--- config.mk ---
export PLATFORM = sky130hd
export DESIGN_NAME = wwdg_rstgen
export DESIGN_NICKNAME = d
export VERILOG_FILES = /design/src/rtl/wwdg_pkg.sv /design/src/rtl/wwdg_kick_filter.sv /design/src/rtl/wwdg_tick_timer.sv /design/src/rtl/wwdg_seq.sv /design/src/rtl/wwdg_rstgen.sv
export SDC_FILE = /design/constraint.sdc
export NUM_CORES = 1
export LEC_CHECK = 0
export BUFFER_PORTS_ARGS = -buffer_cell sky130_fd_sc_hd__buf_2
export CELL_PAD_IN_SITES_DETAIL_PLACEMENT = 0
export CELL_PAD_IN_SITES_GLOBAL_PLACEMENT = 1
export CORE_MARGIN = 2
export CORE_UTILIZATION = 37
export CTS_CLUSTER_DIAMETER = 80
export DETAILED_ROUTE_END_ITERATION = 6
export PLACE_DENSITY_LB_ADDON = 0.1
export RECOVER_POWER = 50
export SLEW_MARGIN = 25
export SYNTH_ARGS = -nofsm -noshare
export SYNTH_HDL_FRONTEND = slang
export SYNTH_HIERARCHICAL = 1
export SYNTH_SLANG_ARGS = --single-unit
--- constraint.sdc ---
create_clock -name clk -period 4.04 [get_ports clk]
set_input_delay 0.404 -clock clk [delete_from_list [all_inputs] [get_ports clk]]
set_output_delay 0.404 -clock clk [all_outputs]
set_load 0.005 [all_outputs]
--- src/rtl/wwdg_pkg.sv ---
package wwdg_pkg;

  typedef enum logic [2:0] {
    PH_UNDERVOLT = 3'd0,
    PH_POR_HOLD  = 3'd1,
    PH_LEAD      = 3'd2,
    PH_CLOSED    = 3'd3,
    PH_OPEN      = 3'd4,
    PH_BITE      = 3'd5
  } wd_phase_e;

  function automatic int max_of(input int a, input int b);
    return (a > b) ? a : b;
  endfunction

  // Phases in which the controller runs out of reset
  function automatic logic releases_reset(input wd_phase_e p);
    return (p == PH_LEAD) || (p == PH_CLOSED) || (p == PH_OPEN);
  endfunction

endpackage

--- src/rtl/wwdg_kick_filter.sv ---
module wwdg_kick_filter #(
  parameter int SYNC_STAGES = 2,
  parameter int MIN_LOW_CYC = 20
) (
  input  logic clk,
  input  logic rst,
  input  logic kick_n_i,
  output logic kick_o
);
  localparam int LW = $clog2(MIN_LOW_CYC + 1);
  localparam logic [LW-1:0] FIRE_AT = LW'(MIN_LOW_CYC - 1);
  localparam logic [LW-1:0] SAT_AT  = LW'(MIN_LOW_CYC);

  logic [SYNC_STAGES-1:0] sync_q;
  logic                   lvl;
  logic [LW-1:0]          low_q;
  logic                   kick_q;

  generate
    if (SYNC_STAGES == 1) begin : g_one
      always_ff @(posedge clk) begin
        if (rst) sync_q <= '1;
        else     sync_q <= kick_n_i;
      end
    end else begin : g_chain
      always_ff @(posedge clk) begin
        if (rst) sync_q <= '1;
        else     sync_q <= {sync_q[SYNC_STAGES-2:0], kick_n_i};
      end
    end
  endgenerate

  assign lvl = sync_q[SYNC_STAGES-1];

  // Count low cycles, saturate so a long hold yields a single trigger
  always_ff @(posedge clk) begin
    if (rst) begin
      low_q  <= '0;
      kick_q <= 1'b0;
    end else begin
      kick_q <= !lvl && (low_q == FIRE_AT);
      if (lvl)                low_q <= '0;
      else if (low_q != SAT_AT) low_q <= low_q + 1'b1;
    end
  end

  assign kick_o = kick_q;


  single_kick_chk: assert property (@(posedge clk) disable iff (rst)
    kick_q |=> !kick_q);

endmodule

--- src/rtl/wwdg_tick_timer.sv ---
module wwdg_tick_timer #(
  parameter int CNT_W = 8
) (
  input  logic             clk,
  input  logic             rst,
  input  logic             tick_i,
  input  logic             clr_i,
  input  logic [CNT_W-1:0] limit_i,
  output logic             expire_o
);
  logic [CNT_W-1:0] cnt_q;

  assign expire_o = tick_i && (cnt_q == limit_i - 1'b1);

  always_ff @(posedge clk) begin
    if (rst)            cnt_q <= '0;
    else if (clr_i)     cnt_q <= '0;
    else if (expire_o)  cnt_q <= '0;
    else if (tick_i)    cnt_q <= cnt_q + 1'b1;
  end


  no_overflow_chk: assert property (@(posedge clk) disable iff (rst)
    cnt_q < limit_i);

endmodule

--- src/rtl/wwdg_seq.sv ---
module wwdg_seq
  import wwdg_pkg::*;
#(
  parameter int CNT_W        = 8,
  parameter int POR_TICKS    = 4,
  parameter int LEAD_TICKS   = 155,
  parameter int CLOSED_TICKS = 20,
  parameter int OPEN_TICKS   = 21,
  parameter int PULSE_TICKS  = 4
) (
  input  logic             clk,
  input  logic             rst,
  input  logic             supply_ok_i,
  input  logic             active_i,
  input  logic             kick_i,
  input  logic             expire_i,
  output wd_phase_e        state_q_o,
  output wd_phase_e        state_d_o,
  output logic [CNT_W-1:0] limit_o,
  output logic             clr_o
);
  localparam logic [CNT_W-1:0] L_POR    = CNT_W'(POR_TICKS);
  localparam logic [CNT_W-1:0] L_LEAD   = CNT_W'(LEAD_TICKS);
  localparam logic [CNT_W-1:0] L_CLOSED = CNT_W'(CLOSED_TICKS);
  localparam logic [CNT_W-1:0] L_OPEN   = CNT_W'(OPEN_TICKS);
  localparam logic [CNT_W-1:0] L_PULSE  = CNT_W'(PULSE_TICKS);

  wd_phase_e state_q, state_d;
  logic      park;

  always_comb begin
    unique case (state_q)
      PH_POR_HOLD: limit_o = L_POR;
      PH_LEAD:     limit_o = L_LEAD;
      PH_CLOSED:   limit_o = L_CLOSED;
      PH_OPEN:     limit_o = L_OPEN;
      PH_BITE:     limit_o = L_PULSE;
      default:     limit_o = CNT_W'(1);
    endcase
  end

  always_comb begin
    state_d = state_q;
    park    = 1'b0;
    unique case (state_q)
      PH_UNDERVOLT: if (supply_ok_i) state_d = PH_POR_HOLD;
      PH_POR_HOLD:  if (expire_i)    state_d = PH_LEAD;
      PH_LEAD: begin
        if (!active_i)     park    = 1'b1;
        else if (kick_i)   state_d = PH_CLOSED;
        else if (expire_i) state_d = PH_BITE;
      end
      PH_CLOSED: begin
        if (!active_i)     state_d = PH_LEAD;
        else if (kick_i)   state_d = PH_BITE;
        else if (expire_i) state_d = PH_OPEN;
      end
      PH_OPEN: begin
        if (!active_i)     state_d = PH_LEAD;
        else if (kick_i)   state_d = PH_CLOSED;
        else if (expire_i) state_d = PH_BITE;
      end
      PH_BITE:      if (expire_i)    state_d = PH_LEAD;
      default:      state_d = PH_UNDERVOLT;
    endcase
    if (!supply_ok_i) state_d = PH_UNDERVOLT;
  end

  assign clr_o = park || (state_d != state_q);

  always_ff @(posedge clk) begin
    if (rst) state_q <= PH_UNDERVOLT;
    else     state_q <= state_d;
  end

  assign state_q_o = state_q;
  assign state_d_o = state_d;


  early_kick_chk: assert property (@(posedge clk) disable iff (rst)
    (state_q == PH_CLOSED && kick_i && active_i && supply_ok_i) |=> state_q == PH_BITE);


  open_expiry_chk: assert property (@(posedge clk) disable iff (rst)
    (state_q == PH_OPEN && expire_i && !kick_i && active_i && supply_ok_i) |=> state_q == PH_BITE);


  halt_park_chk: assert property (@(posedge clk) disable iff (rst)
    (!active_i && supply_ok_i && (state_q == PH_LEAD || state_q == PH_CLOSED || state_q == PH_OPEN))
      |=> state_q == PH_LEAD);

endmodule

--- src/rtl/wwdg_rstgen.sv ---
module wwdg_rstgen
  import wwdg_pkg::*;
#(
  parameter int SYNC_STAGES  = 2,
  parameter int MIN_LOW_CYC  = 20,
  parameter int POR_TICKS    = 4,
  parameter int LEAD_TICKS   = 155,
  parameter int CLOSED_TICKS = 20,
  parameter int OPEN_TICKS   = 21,
  parameter int PULSE_TICKS  = 4
) (
  input  logic clk,
  input  logic rst,
  input  logic tick_i,
  input  logic kick_n_i,
  input  logic supply_ok_i,
  input  logic wd_off_i,
  input  logic wd_run_i,
  output logic rst_n_o,
  output logic wd_bite_o
);
  localparam int MAX_T = max_of(max_of(max_of(POR_TICKS, LEAD_TICKS),
                                       max_of(CLOSED_TICKS, OPEN_TICKS)), PULSE_TICKS);
  localparam int CNT_W = $clog2(MAX_T + 1);

  logic             kick;
  logic             expire;
  logic             clr;
  logic             active;
  logic [CNT_W-1:0] limit;
  wd_phase_e        state_q, state_d;
  logic             rst_n_q, bite_q;

  assign active = wd_run_i && !wd_off_i;

  wwdg_kick_filter #(
    .SYNC_STAGES (SYNC_STAGES),
    .MIN_LOW_CYC (MIN_LOW_CYC)
  ) u_filter (
    .clk      (clk),
    .rst      (rst),
    .kick_n_i (kick_n_i),
    .kick_o   (kick)
  );

  wwdg_tick_timer #(
    .CNT_W (CNT_W)
  ) u_timer (
    .clk      (clk),
    .rst      (rst),
    .tick_i   (tick_i),
    .clr_i    (clr),
    .limit_i  (limit),
    .expire_o (expire)
  );

  wwdg_seq #(
    .CNT_W        (CNT_W),
    .POR_TICKS    (POR_TICKS),
    .LEAD_TICKS   (LEAD_TICKS),
    .CLOSED_TICKS (CLOSED_TICKS),
    .OPEN_TICKS   (OPEN_TICKS),
    .PULSE_TICKS  (PULSE_TICKS)
  ) u_seq (
    .clk         (clk),
    .rst         (rst),
    .supply_ok_i (supply_ok_i),
    .active_i    (active),
    .kick_i      (kick),
    .expire_i    (expire),
    .state_q_o   (state_q),
    .state_d_o   (state_d),
    .limit_o     (limit),
    .clr_o       (clr)
  );

  // Outputs registered from the next phase so they change with the phase register
  always_ff @(posedge clk) begin
    if (rst) begin
      rst_n_q <= 1'b0;
      bite_q  <= 1'b0;
    end else begin
      rst_n_q <= releases_reset(state_d);
      bite_q  <= (state_d == PH_BITE) && (state_q != PH_BITE);
    end
  end

  assign rst_n_o   = rst_n_q;
  assign wd_bite_o = bite_q;


  bite_low_chk: assert property (@(posedge clk) disable iff (rst)
    wd_bite_o |-> !rst_n_o);


  bite_single_chk: assert property (@(posedge clk) disable iff (rst)
    wd_bite_o |=> !wd_bite_o);


  supply_loss_chk: assert property (@(posedge clk) disable iff (rst)
    !supply_ok_i |=> (!rst_n_o && !wd_bite_o));


  wd_off_chk: assert property (@(posedge clk) disable iff (rst)
    wd_off_i |=> !wd_bite_o);


  release_supply_chk: assert property (@(posedge clk) disable iff (rst)
    $rose(rst_n_o) |-> $past(supply_ok_i));

endmodule

==> impl_metrics.ini <==
[outcome]
status = complete, no violations

[sta]
finalHoldViolations = 0
finalMaxSlewViolations = 0
fin_crit_sh_pct = 87.5
worst_clock_skew_ns = 0.00270
final.min_clock_period_ns = 3.54
tns_ns = 0
max_freq_ghz = 0.283
finalSetupViolations = 0
tightest_slew_ns = 0.709
rsz0062_at_grt = false
relSlewSlack_pct = 52.7

[final_layout]
syn2layout_area_growth_pct = 5.04
drive_gt1_share_pct = 14.4
fill_cells = 397
design_area_um2 = 1560
diodes = 0
fin_nets = 186

[synthesis]
synth_seq_cells = 21
yosys_most_used_dff = dfxtp_1
synthTopCellsByArea = dfxtp_1 (28%), xnor2_1 (5.9%), xor2_1 (5.3%), nor2_1 (3.8%), ha_1 (3.4%)
ys_seq_area_share_pct = 28.2
synth_top_cell_by_area = dfxtp_1
synthArstFlopShare_pct = 0
synthTopCellsByCount = dfxtp_1 (21), nor2_1 (15), xnor2_1 (10), nand2_1 (9), xor2_1 (9)
synth.most_common_cell = dfxtp_1
syn_area_per_cell_um2 = 8.61
synth_area_um2 = 1490
synth_edf_count = 0
synth_warnings = 6
synth_cell_types = 53
synth_cells = 173
synth_top_area_share_pct = 28.2

[placed_design]
dpl-instance-area_um2 = 1520
port_buffers = 8
place_hpwl_um = 2180
place.gp.congestion = 0.866

[pwr]
p_leak_nw = 0.559
power_density_nw_per_um2 = 263
vdd_drop_max_mv = 0.233

[hold_path]
whs_endpoint = u_filter/sync_q[0]
min_from = kick_n_i
hp-class = in -> reg
holdPathStages = 2

[floorplanning]
dieArea_um2 = 4550
die_h_um = 67.4
boundaryPins = 9
fp.dieW_um = 67.4
core_um2 = 3940
num_rows = 23
start_util_pct = 37.8

[route]
drtIter0Drc = 79
dr.pass1.iters = 4
vias = 1180
vias_per_cell = 5.27
ant_nets = 0
wire_per_inst_um = 12.8
wirelength_um = 2860
drc_errors = 0

[worst_setup_path]
r2r_cells = 11
critPathCaptureType = register
start_kind = register
max_stage_delay_ns = 0.57
r2r_slack_ns = 0.50
slowest_stage = dfxtp_1
crit_chain = inv_1 > o21ai_1 > nor4_4 > and4b_1 > a41oi_1 > a211oi_4 > mux2i_1 > nor2b_1 > o2bb2ai_1 > o2111ai_1 > nor4_1
crit_fanout = 12
r2r-end = u_timer/cnt_q[0]
crit_arrival_ns = 3.68
crit_type = reg -> reg
critPathTopFamily = compound AO/OA/AOI/OAI gates
required_ns = 4.19
reg2reg_from = u_seq/state_q_o[0]
critical_path_buf_inv_count = 1

[grt]
antenna_found_initial = 0
grt_usage_pct = 14.7
gr-total-overflow = 0
grt_start_max_net_pins = 17
grt_pass1_wl_um = 5200
grt_pass1_vias = 1189

[clocking]
clk_latency_ns = 0.25
cts-buffers-inserted = 3
cts_root_buffer = clkbuf_8
tritoncts = built
cts_hold_buf = 0
cts-htree-levels = 1
ctsLongestPathBuffers = 2
clock_sinks = 21
clk_pin_slew_ns = 0.07

[run]
maxCapViolCount = 0
-- cell type report --
type | count | area [um2] | share of cell area, %
tap | 50 | 62.6 | 4.00
clock inverter | 1 | 5.00 | 0.320
clock buffer | 3 | 41.3 | 2.64
sequential | 21 | 420 | 26.9
multi-input combinational | 132 | 956 | 61.1
timing repair buffer | 10 | 52.6 | 3.36
inverter | 7 | 26.3 | 1.68
-- routing by layer --
metal	track usage (%)	share of wire, %	wire [um]	vias to the layer above
met5	0	0	0	-
met3	2.67	2.5	72	2
met2	26.4	49	1410	15
met4	3.32	0.59	17	0
met1	18.1	48	1360	553
li1	-	-	-	610
-- layout by cell type, fill, tap and decap left out, types with 5 or more instances in the layout --
cell and count:
nor4_1 8, nor3_1 5, xor2_1 9, nand2_1 9, a21oi_1 6, inv_1 7, xnor2_1 10, dfxtp_1 21
nor2_1 15, buf_2 6, nand2b_1 7
-- metrics by stage --
| step | power, mW | hold WS, ns | instances | worst slack (ns) | util (%) |
|---|---|---|---|---|---|
| floorplan | 0.272 | 0.389 | 174 | 0.795 | - |
| global placement | 0.284 | 0.401 | 220 | 0.320 | 38.6 |
| detailed placement | 0.284 | 0.400 | 220 | 0.288 | 38.6 |
| CTS | 0.420 | 0.315 | 224 | 0.262 | 39.7 |
| global route | 0.440 | 0.329 | 224 | 0.139 | 39.7 |
| finish | 0.411 | 0.322 | 224 | 0.504 | 39.7 |
-- state kept, by name, summed over array words and instances (netlist names) --
signal           count
u_timer/cnt_q        8
u_filter/low_q       5
u_seq/state_q_o      3
u_filter/sync_q      2
rst_n_o              1
u_filter/kick_o      1
wd_bite_o            1
-- worst register-to-register path: stages, from the launching register on --
cell,delay [ns]
dfxtp_1,0.57
inv_1,0.22
o21ai_1,0.54
nor4_4,0.13
and4b_1,0.23
a41oi_1,0.29
a211oi_4,0.16
mux2i_1,0.26
nor2b_1,0.09
o2bb2ai_1,0.14
o2111ai_1,0.37
nor4_1,0.41
-- cell families (layout without fill, tap and decap cells) --
family / after synthesis / after routing / share of synthesized area (%)
muxes: 3 / 3 / 2.02
xor gates and xnor gates: 19 / 19 / 11.2
DFF: 21 / 21 / 28.2
and+or+nand+nor: 72 / 72 / 30.1
adders and majority gates: 4 / 4 / 3.36
other: 1 / 2 / 0.252
AOI/OAI and AO/OA: 32 / 32 / 17.1
buffers and inverters: 21 / 21 / 7.82
-- timing repair --
item                       CTS  global route
setup endpoints to repair    0             9
hold endpoints to repair     0             0
gates resized for setup      0             1
setup buffers                0             0
-- power by group --
part	total [mW]	internal [mW]	switching, mW
Clock	0.133	0.0685	0.0641
Sequential	0.216	0.211	0.00565
Combinational	0.0626	0.0255	0.0371
-- worst max-delay path by stage --
| stage | from | endpoint | slack, ns | cells past startpoint |
|---|---|---|---|---|
| 3_5_place_dp | u_seq/state_q_o[0] | u_timer/cnt_q[0] | 0.29 | 11 |
| 4_1_cts | u_seq/state_q_o[0] | u_timer/cnt_q[0] | 0.26 | 11 |
| 6_report | u_seq/state_q_o[0] | u_timer/cnt_q[0] | 0.50 | 11 |
| 3_3_place_gp | u_seq/state_q_o[0] | u_timer/cnt_q[4] | 0.32 | 11 |
| 2_1_floorplan | u_seq/state_q_o[2] | rst_n_o | 0.80 | 15 |
| 5_1_grt | u_seq/state_q_o[0] | u_timer/cnt_q[0] | 0.14 | 11 |
(Power assumes the default switching activity.)
